File: src/rtl/mnd_rcg_pkg.sv
// Package: shared widths, register map and active-configuration type for the
// fractional root clock generator. Assumes a 32-bit register bus.
package mnd_rcg_pkg;
    parameter int DATA_W   = 32;
    parameter int ADDR_W   = 3;
    parameter int DIV_W    = 4;
    parameter int SRC_W    = 2;
    parameter int MODE_W   = 2;
    parameter int MND_W    = 8;

    parameter int DIV_LSB  = 0;
    parameter int SRC_LSB  = 8;
    parameter int MODE_LSB = 12;
    parameter int UPD_BIT  = 0;

    localparam logic [ADDR_W-1:0] A_SETUP = 3'd0;
    localparam logic [ADDR_W-1:0] A_CMD   = 3'd1;
    localparam logic [ADDR_W-1:0] A_MVAL  = 3'd2;
    localparam logic [ADDR_W-1:0] A_NINV  = 3'd3;
    localparam logic [ADDR_W-1:0] A_DINV  = 3'd4;

    localparam logic [MODE_W-1:0] MODE_FRAC = 2'd2;

    typedef struct packed {
        logic [SRC_W-1:0] src;
        logic [DIV_W-1:0] div;
        logic             frac_on;
        logic [MND_W-1:0] m;
        logic [MND_W:0]   n;
        logic [MND_W-1:0] h;
    } act_cfg_t;
endpackage

File: src/rtl/mnd_rcg_regs.sv
// Register file: holds the software shadow registers and the pending-commit
// bit, and loads the decoded active configuration when apply is asserted.
// Assumes a single-cycle write strobe and combinational reads.
module mnd_rcg_regs
    import mnd_rcg_pkg::*;
(
    input  logic              clk,
    input  logic              rst_n,
    input  logic              wr,
    input  logic [ADDR_W-1:0] addr,
    input  logic [DATA_W-1:0] wdata,
    output logic [DATA_W-1:0] rdata,
    input  logic              apply,
    output logic              pending,
    output act_cfg_t          act
);
    logic [DIV_W-1:0]  sh_div;
    logic [SRC_W-1:0]  sh_src;
    logic [MODE_W-1:0] sh_mode;
    logic [MND_W-1:0]  sh_m;
    logic [MND_W-1:0]  sh_ninv;
    logic [MND_W-1:0]  sh_dinv;
    logic              pend_q;
    act_cfg_t          act_q;
    logic              unused_wdata;

    assign unused_wdata = ^wdata;

    // Shadow register writes, masked to their field widths.
    always_ff @(posedge clk) begin
        if (!rst_n) begin
            sh_div  <= '0;
            sh_src  <= '0;
            sh_mode <= '0;
            sh_m    <= '0;
            sh_ninv <= '0;
            sh_dinv <= '0;
        end else if (wr) begin
            case (addr)
                A_SETUP: begin
                    sh_div  <= wdata[DIV_LSB  +: DIV_W];
                    sh_src  <= wdata[SRC_LSB  +: SRC_W];
                    sh_mode <= wdata[MODE_LSB +: MODE_W];
                end
                A_MVAL:  sh_m    <= wdata[MND_W-1:0];
                A_NINV:  sh_ninv <= wdata[MND_W-1:0];
                A_DINV:  sh_dinv <= wdata[MND_W-1:0];
                default: ;
            endcase
        end
    end

    // Pending-commit bit: a new request wins over the clear from an apply.
    always_ff @(posedge clk) begin
        if (!rst_n)
            pend_q <= 1'b0;
        else if (wr && addr == A_CMD && wdata[UPD_BIT])
            pend_q <= 1'b1;
        else if (apply)
            pend_q <= 1'b0;
    end

    // Active configuration: decode the inverted encodings on apply.
    always_ff @(posedge clk) begin
        if (!rst_n) begin
            act_q <= '0;
        end else if (apply) begin
            act_q.src     <= sh_src;
            act_q.div     <= sh_div;
            act_q.frac_on <= (sh_mode == MODE_FRAC) && (sh_m != '0);
            act_q.m       <= sh_m;
            act_q.n       <= {1'b0, ~sh_ninv} + {1'b0, sh_m};
            act_q.h       <= ~sh_dinv;
        end
    end

    // Read mux over the shadow registers and the pending bit.
    always_comb begin
        rdata = '0;
        case (addr)
            A_SETUP: begin
                rdata[DIV_LSB  +: DIV_W]  = sh_div;
                rdata[SRC_LSB  +: SRC_W]  = sh_src;
                rdata[MODE_LSB +: MODE_W] = sh_mode;
            end
            A_CMD:  rdata[UPD_BIT]    = pend_q;
            A_MVAL: rdata[MND_W-1:0]  = sh_m;
            A_NINV: rdata[MND_W-1:0]  = sh_ninv;
            A_DINV: rdata[MND_W-1:0]  = sh_dinv;
            default: ;
        endcase
    end

    assign pending = pend_q;
    assign act     = act_q;
endmodule

File: src/rtl/mnd_rcg_src_sel.sv
// Source selector: a behavioural stand-in for the glitch-free clock mux.
// Passes through only the tick of the selected source. A selection beyond
// NUM_SRC yields no ticks.
module mnd_rcg_src_sel
    import mnd_rcg_pkg::*;
#(
    parameter int NUM_SRC = 4
) (
    input  logic [NUM_SRC-1:0] src_tick,
    input  logic [SRC_W-1:0]   sel,
    output logic               sel_tick
);
    logic [NUM_SRC-1:0] hit;

    for (genvar i = 0; i < NUM_SRC; i++) begin : g_hit
        // Per-source qualifier: the tick counts only when this source is selected.
        assign hit[i] = src_tick[i] && (sel == SRC_W'(i));
    end

    assign sel_tick = |hit;
endmodule

File: src/rtl/mnd_rcg_divider.sv
// Divider core: the integer pre-divider, the M/N accumulator and the
// high-time comparator. Reports the tick that ends the current output
// period. Assumes M < N whenever fractional mode is on.
module mnd_rcg_divider
    import mnd_rcg_pkg::*;
(
    input  logic           clk,
    input  logic           rst_n,
    input  logic           sel_tick,
    input  act_cfg_t       cfg,
    input  logic           apply,
    output logic           period_end,
    output logic [MND_W:0] acc,
    output logic           gen_tick,
    output logic           gen_level
);
    localparam int SUM_W = MND_W + 2;

    logic [DIV_W-1:0] pcnt_q;
    logic [MND_W:0]   acc_q;
    logic             last_pd;
    logic [SUM_W-1:0] acc_sum;
    logic             wrap;
    logic [MND_W:0]   acc_nxt;
    logic             int_high;
    logic             frac_high;
    logic             tick_q;
    logic             level_q;

    // Combinational period position, accumulator step and comparators.
    always_comb begin
        last_pd   = (pcnt_q == cfg.div);
        acc_sum   = {1'b0, acc_q} + {2'b0, cfg.m};
        wrap      = (acc_sum >= {1'b0, cfg.n});
        acc_nxt   = wrap ? (MND_W+1)'(acc_sum - {1'b0, cfg.n}) : acc_sum[MND_W:0];
        int_high  = ({pcnt_q, 1'b0} < ({1'b0, cfg.div} + 1'b1));
        frac_high = ({acc_q, 1'b0} < {2'b0, cfg.h});
    end

    assign period_end = sel_tick && last_pd && (!cfg.frac_on || wrap);

    // Sequential core: advance the counters on selected ticks and restart on apply.
    always_ff @(posedge clk) begin
        if (!rst_n) begin
            pcnt_q  <= '0;
            acc_q   <= '0;
            tick_q  <= 1'b0;
            level_q <= 1'b0;
        end else begin
            tick_q <= 1'b0;
            if (sel_tick) begin
                if (!cfg.frac_on) begin
                    tick_q  <= (pcnt_q == '0);
                    level_q <= int_high;
                end else if (last_pd) begin
                    tick_q  <= ({1'b0, acc_q} < {2'b0, cfg.m});
                    level_q <= frac_high;
                    acc_q   <= acc_nxt;
                end
                pcnt_q <= last_pd ? '0 : pcnt_q + 1'b1;
            end
            if (apply) begin
                pcnt_q <= '0;
                acc_q  <= '0;
            end
        end
    end

    assign acc       = acc_q;
    assign gen_tick  = tick_q;
    assign gen_level = level_q;
endmodule

File: src/rtl/mnd_root_clkgen.sv
// Top: fractional root clock generator. It joins the register file, the
// source selector and the divider core. A pending commit is applied on the
// tick that ends the current output period.
module mnd_root_clkgen
    import mnd_rcg_pkg::*;
#(
    parameter int NUM_SRC = 4
) (
    input  logic               clk,
    input  logic               rst_n,
    input  logic               bus_wr,
    input  logic [2:0]         bus_addr,
    input  logic [31:0]        bus_wdata,
    output logic [31:0]        bus_rdata,
    input  logic [NUM_SRC-1:0] src_tick,
    output logic               gen_tick,
    output logic               gen_level
);
    act_cfg_t       act_cfg;
    logic           pending;
    logic           period_end;
    logic           apply;
    logic           sel_tick;
    logic [MND_W:0] mn_acc;

    assign apply = pending && period_end;

    mnd_rcg_regs u_regs (
        .clk     (clk),
        .rst_n   (rst_n),
        .wr      (bus_wr),
        .addr    (bus_addr),
        .wdata   (bus_wdata),
        .rdata   (bus_rdata),
        .apply   (apply),
        .pending (pending),
        .act     (act_cfg)
    );

    mnd_rcg_src_sel #(.NUM_SRC(NUM_SRC)) u_sel (
        .src_tick (src_tick),
        .sel      (act_cfg.src),
        .sel_tick (sel_tick)
    );

    mnd_rcg_divider u_div (
        .clk        (clk),
        .rst_n      (rst_n),
        .sel_tick   (sel_tick),
        .cfg        (act_cfg),
        .apply      (apply),
        .period_end (period_end),
        .acc        (mn_acc),
        .gen_tick   (gen_tick),
        .gen_level  (gen_level)
    );
endmodule

File: config.mk
export PLATFORM = sky130hd
export DESIGN_NAME = mnd_root_clkgen
export DESIGN_NICKNAME = d
export VERILOG_FILES = /design/src/rtl/mnd_rcg_pkg.sv /design/src/rtl/mnd_rcg_regs.sv /design/src/rtl/mnd_rcg_src_sel.sv /design/src/rtl/mnd_rcg_divider.sv /design/src/rtl/mnd_root_clkgen.sv
export SDC_FILE = /design/constraint.sdc
export NUM_CORES = 1
export LEC_CHECK = 0
export ABC_AREA = 0
export BUFFER_PORTS_ARGS = -buffer_cell sky130_fd_sc_hd__buf_2
export CAP_MARGIN = 20
export CORE_ASPECT_RATIO = 0.9
export CORE_UTILIZATION = 40
export DETAILED_ROUTE_END_ITERATION = 10
export MAX_ROUTING_LAYER = met4
export PLACE_DENSITY_LB_ADDON = 0.25
export SETUP_SLACK_MARGIN = 0.5
export SLEW_MARGIN = 20
export SYNTH_ARGS = -nofsm -noshare
export SYNTH_HDL_FRONTEND = slang
export SYNTH_SLANG_ARGS = --single-unit
File: constraint.sdc
create_clock -name clk -period 3.95 [get_ports clk]
set_input_delay 0.1975 -clock clk [delete_from_list [all_inputs] [get_ports clk]]
set_output_delay 0.1975 -clock clk [all_outputs]
set_load 0.02 [all_outputs]
-- Word level (Yosys, flattened, before mapping)
Index checks and enable logic that the tools add are counted.
W data, S select, Z words.
- flip-flop bits (word level): 80
- input port bits: 42
- output and inout bits: 34
- word-level logic and storage cells: 78
- $add $sub $neg: 5
- magnitude comparators: 4
- eq/ne operators: 10
- mux-type cells: 13
- bitwise logic cells: 3
- reduce and logical (&&, ||, !) cells: 26
- operators by type and width (kind ; count):
    $not A8 Y8 ; 2
    $pmux W3 S4 ; 1
    $pmux W4 S3 ; 1
    $reduce_and A2 Y1 ; 6
    $add A9 B8 Y10 ; 1
    $ge A10 B9 Y1 ; 1
    $logic_and A1 B1 Y1 ; 10
    $lt A10 B8 Y1 ; 1
    $add A8 B8 Y9 ; 1
    $lt A9 B8 Y1 ; 1
    $mux W9 ; 1
    $sub A9 B9 Y9 ; 1
    $reduce_bool A8 Y1 ; 1
    $eq A2 B2 Y1 const B ; 3
    $eq A3 B2 Y1 const B ; 2
    $mux W1 ; 6
    $add A4 B1 Y5 const B ; 1
    $lt A5 B5 Y1 ; 1
    $pmux W1 S5 ; 1
    $add A4 B1 Y4 const B ; 1
    $eq A4 B4 Y1 ; 1
    $logic_not A4 Y1 ; 1
    $mux W2 ; 2
    $mux W4 ; 1
    13 further kinds ; 13

-- Depth between registers and ports, before layout
- depth in word-level cells: 8
- gate-level depth with buffers: 15
- gate-level depth less buffers: 13

-- Cells and area by module
A second synthesis with hierarchy kept.
- cells, all modules: 625
- area total of the unflattened synthesis: 5416.4 um^2
- modules (own cells, without submodules) (module ; times used ; cells each ; area each (um^2)):
    mnd_rcg_regs ; 1 ; 370 ; 3387.0
    mnd_rcg_divider ; 1 ; 253 ; 2000.7
    mnd_rcg_src_sel ; 1 ; 1 ; 22.5
    mnd_root_clkgen ; 1 ; 1 ; 6.3

-- Least setup slack after synthesis
OpenSTA, ideal clock, no wires.
- kind: reg2reg
- start: register u_regs.act_q (netlist bit u_regs.act[18])
- end: register u_div.acc_q[0], in the netlist u_div.acc[0]
- library setup time: 74 ps
- arrival time: 3331 ps
- data required time: 3876 ps
- setup slack: 545 ps
- cell stages (with the launch flop): 14
- path buffers: 1
- period minus slack after synthesis: 3405 ps
- path through: dfxtp_1 -> inv_1 -> ha_1 -> nand2b_1 -> a221o_1 -> a311o_1 -> ha_1 -> a21oi_1 -> o21ai_0 -> o21a_1 -> or3_1 -> buf_6 -> or3_1 -> a31oi_1
- longest elaborated chain between the ends: 6
- elaborated cells between the ends (all ways): 7
- ends and longest elaborated chain (what ; RTL line ; RTL):
    start, declared ; mnd_rcg_regs.sv:24 ; act_cfg_t act_q;
    $add A9 B8 Y10 (*) ; mnd_rcg_divider.sv:33 ; acc_sum = {1'b0, acc_q} + {2'b0, cfg.m};
    $ge A10 B9 Y1 (*) ; mnd_rcg_divider.sv:34 ; wrap = (acc_sum >= {1'b0, cfg.n});
    $logic_or A1 B1 Y1 ; mnd_rcg_divider.sv:40 ; assign period_end = sel_tick && last_pd && (!cfg.frac_on || wrap);
    $logic_and A1 B1 Y1 ; mnd_rcg_divider.sv:40 ;
    $logic_and A1 B1 Y1 ; mnd_root_clkgen.sv:26 ; assign apply = pending && period_end;
    $reduce_or A2 Y1 (no line) ; -- ;
    end signal, assigned ; mnd_rcg_divider.sv:58 ; acc_q <= acc_nxt;
    end, declared ; mnd_rcg_divider.sv:20 ; logic [MND_W:0] acc_q;
Mark *: on every way between the ends. The rest lies on a longest branch, timed or not.
A chain may end at the register's enable or synchronous reset.

-- Worst setup path after layout
- start: register u_regs.act_q (netlist bit u_regs.act[20])
- end: register u_regs.act_q (netlist bit u_regs.act[22])
- longest elaborated chain between the ends: 5
- ends and longest elaborated chain (what ; RTL line):
    $add A9 B8 Y10 ; mnd_rcg_divider.sv:33
    $ge A10 B9 Y1 ; mnd_rcg_divider.sv:34
    $logic_or A1 B1 Y1 ; mnd_rcg_divider.sv:40
    $logic_and A1 B1 Y1 ; mnd_rcg_divider.sv:40
    $logic_and A1 B1 Y1 ; mnd_root_clkgen.sv:26
Every way passes these cells.

==> run_results.csv <==
group,metric,value,unit
timing,hold_viol,0,
cts,cts-root-buf,"clkbuf_16",
yosys,synth_edf_count,0,
cts,cts_buffer_depth,2,
yosys,synth_cells,622,
hold_path,hold_path.class,"in2reg",
global_routing,antenna_found_initial,0,
yosys,ys.flop_type,"dfxtp_1",
worst_setup_path,timing.rr.start,"u_regs.act[20]$_SDFFE_PN0P_",
yosys,ys_warn_count,0,
power_and_ir_drop,p_leak,0.00275,uW
timing,drv_slew,0,
global_routing,first_global_vias,4229,
global_routing,grt.total_usage,20.9,%
placement,portBuffers,35,
worst_setup_path,worstSetupStartpointType,"flop",
worst_setup_path,required,4.17,ns
placement,pre_cts_slack,0.222,ns
yosys,ys_types,62,
placement,dpl.hpwl,9290,um
worst_setup_path,path_buf_inv,3,
cts,numCtsBuffers,9,
final_layout,design_area,0.00634,mm^2
final_layout,fillCellCount,1211,
cts,cts_sinks,80,
yosys,avgSynthCellArea,8.60,um^2
worst_setup_path,cp-end-kind,"flop",
final_layout,syn_to_final_growth,18.4,%
placement,placed_cell_area,0.00557,mm^2
placement,dp.cells,800,
floorplanning,start_util,41.5,%
worst_setup_path,worstSetupStartpoint,"u_regs.act[20]$_SDFFE_PN0P_",
timing,finalSetupViolCount,0,
drt,wl_per_cell,16.3,um
flow_run,maxCapViolCount,0,
timing,final.setup.tns,0,ns
worst_setup_path,slowest_delay,0.40,ns
final_layout,final_nets,763,
final_layout,final_common_cell,"dfxtp_1",
floorplanning,dieArea,0.0138,mm^2
global_routing,grt_overflow,0,
drt,viasPerCell,5.30,
cts,htreeDepth,3,
worst_setup_path,crit_family,"compound AO/OA/AOI/OAI gates",
floorplanning,dieHeight,112,um
yosys,synth-seq-cells,80,
timing,max_slew_margin,49.8,%
drt,drt_pass1_iterations,5,
cts,worstSkewPairLatency,0.34,ns
power_and_ir_drop,powerDensity,304,mW/mm^2
drt,ant_nets,0,
drt,drc,0,
final_layout,diodes,0,
worst_setup_path,slowest_stage,"ha_1",
worst_setup_path,crit_arrival,3.64,ns
timing,worst_slew_pin_slew,0.753,ns
global_routing,grt_max_degree,72,
floorplanning,row_count,39,
floorplanning,ios,76,
worst_setup_path,worstPathMaxFanout,9,
worst_setup_path,critical_path_class,"reg2reg",
yosys,netlist_area,0.00535,mm^2
yosys,ys_seq_area_share,29.9,%
final_layout,finalNonFillerCells,840,
run_status,run_status,"finished clean",
hold_path,worstHoldStart,"bus_wdata[13]",
worst_setup_path,crit_chain,"inv_1, ha_1, a221o_1, a21oi_2, a311o_1, ha_4, a21oi_1, o21ai_1, o21a_2, o311ai_4, buf_6, buf_16, mux2i_1, nor2b_1",
timing,min_period,3.42,ns
global_routing,grt_pass1_wl,21600,um
final_layout,fin_util,49.2,%
cts,path_clk_slew,0.06,ns
placement,routabilityCongestion,0.836,
timing,setup_slack,0.535,ns
drt,vias,4452,
floorplanning,fp.dieW,124,um
yosys,async_flop_share,0,%
timing,rsz0062_at_grt,"yes",
drt,drt_wl_total,13700,um
timing,clock.fmax,293,MHz
drt,drt-initial-drc-count,252,
final_layout,final_cell_mix,"dfxtp_1, nand2_1, inv_1",
final_layout,drive_gt1_share,18.0,%
power_and_ir_drop,ir_worst_vdd,0.183,mV
floorplanning,core,0.0129,mm^2
timing,fin_crit_sh,86.5,%
timing,skew,0.00778,ns
cts,cts_tree,"yes",
## synthesized netlist by cell type, types with 2 or more instances
| cell type | count | area share (%) |
|---|---|---|
| nand3b_1 | 4 | 0.56 |
| and3_1 | 4 | 0.47 |
| a21o_1 | 3 | 0.42 |
| a22oi_1 | 5 | 0.70 |
| xor2_1 | 17 | 2.8 |
| o211a_1 | 2 | 0.37 |
| and2_1 | 13 | 1.5 |
| or3_1 | 3 | 0.35 |
| or2b_1 | 2 | 0.28 |
| buf_2 | 2 | 0.19 |
| buf_4 | 21 | 2.9 |
| clkbuf_1 | 15 | 1.1 |
| a211oi_2 | 7 | 1.6 |
| nand2_1 | 74 | 5.2 |
| nand3_1 | 13 | 1.2 |
| nand2b_1 | 5 | 0.58 |
| a21boi_0 | 24 | 3.4 |
| o21a_1 | 8 | 1.1 |
| mux4_2 | 2 | 0.84 |
| xnor2_1 | 10 | 1.6 |
| a21oi_1 | 18 | 1.7 |
| inv_1 | 46 | 3.2 |
| nor2_1 | 32 | 2.2 |
| fa_1 | 3 | 1.1 |
| ha_1 | 47 | 11 |
| nand4_1 | 5 | 0.58 |
| a211oi_1 | 2 | 0.28 |
| dfxtp_1 | 80 | 30 |
| mux2i_1 | 42 | 7.9 |
| o21ai_0 | 21 | 2.0 |
| a31oi_1 | 7 | 0.82 |
| nor3_1 | 8 | 0.75 |
| buf_6 | 4 | 0.84 |
| a2111o_1 | 2 | 0.42 |
| o21bai_1 | 3 | 0.42 |
| nor2b_1 | 39 | 4.6 |
| nor4_1 | 3 | 0.35 |
| o31ai_1 | 2 | 0.28 |
## tightest hold or removal path, stage by stage
cell and delay (ns):
buf_2 0.09, nand2_1 0.04, a21boi_0 0.07
## through the flow
step	hold WS (ns)	total power (uW)
3_3_place_gp	0.457	1010
2_1_floorplan	0.342	980
6_report	0.114	1920
4_1_cts	0.105	1940
5_1_grt	0.119	2000
3_5_place_dp	0.467	1010
## repair_timing
action	CTS	global route
gates resized for setup	19	16
gates cloned	2	4
buffers inserted	10	7
endpoints found under the setup margin	42	42
pin swaps	11	17
hold buffers	0	0
## state kept, by name (all words and copies together) (netlist names), 4 cells and up
name,count
u_div.acc,9
u_regs.act,32
u_regs.sh_dinv,8
u_regs.sh_ninv,8
u_regs.sh_m,8
u_regs.sh_div,4
u_div.pcnt_q,4
## routing by layer
layer | up-vias | share of wire, % | global-route usage (%)
met5 | - | 0 | -
li1 | 2183 | - | -
met1 | 2130 | 47 | 28.0
met4 | 0 | 2.5 | 6.75
met2 | 113 | 45 | 31.0
met3 | 26 | 5.4 | 4.61
## where the power goes
group          leakage [uW]  total [uW]  switching (uW)  internal (uW)
registers          0.000649         829            12.6            817
logic               0.00194         172             105           66.4
clock network      0.000159         923             350            573
total               0.00275        1920             468           1460
## layout make-up
cell class | instances | area (um^2) | area share (%)
Multi-Input combinational cell | 472 | 3510 | 55.4
Tap cell | 164 | 205 | 3.24
Clock inverter | 6 | 90.1 | 1.42
Inverter | 46 | 173 | 2.72
Timing Repair Buffer | 62 | 507 | 8.00
Sequential cell | 80 | 1610 | 25.4
Clock buffer | 10 | 239 | 3.77
## final timing paths
| check | slack [ns] | cells after the start | endpoint |
|---|---|---|---|
| worst max-delay path | 0.53 | 14 | u_regs.act[22]$_SDFFE_PN0P_ |
| worst min-delay path | 0.11 | 3 | u_regs.sh_mode[1]$_SDFFE_PN0P_ |
| worst max register to register | 0.53 | 14 | u_regs.act[22]$_SDFFE_PN0P_ |
| worst min register to register | 0.49 | 2 | u_regs.sh_mode[0]$_SDFFE_PN0P_ |
## logic make-up (layout without fill, tap and decap cells)
family                     after synthesis  after routing  synth area share, %
AOI/OAI and AO/OA                      118            118                 16.5
xor gates and xnor gates                27             27                 4.42
adders and majority gates               50             50                 12.1
other                                    1             20               0.0701
muxes                                   44             44                 8.70
buffers and inverters                   89            124                 8.32
and+or+nand+nor                        213            213                 20.0
DFF                                     80             80                 29.9
No activity file was read; power rests on OpenSTA's default activity.
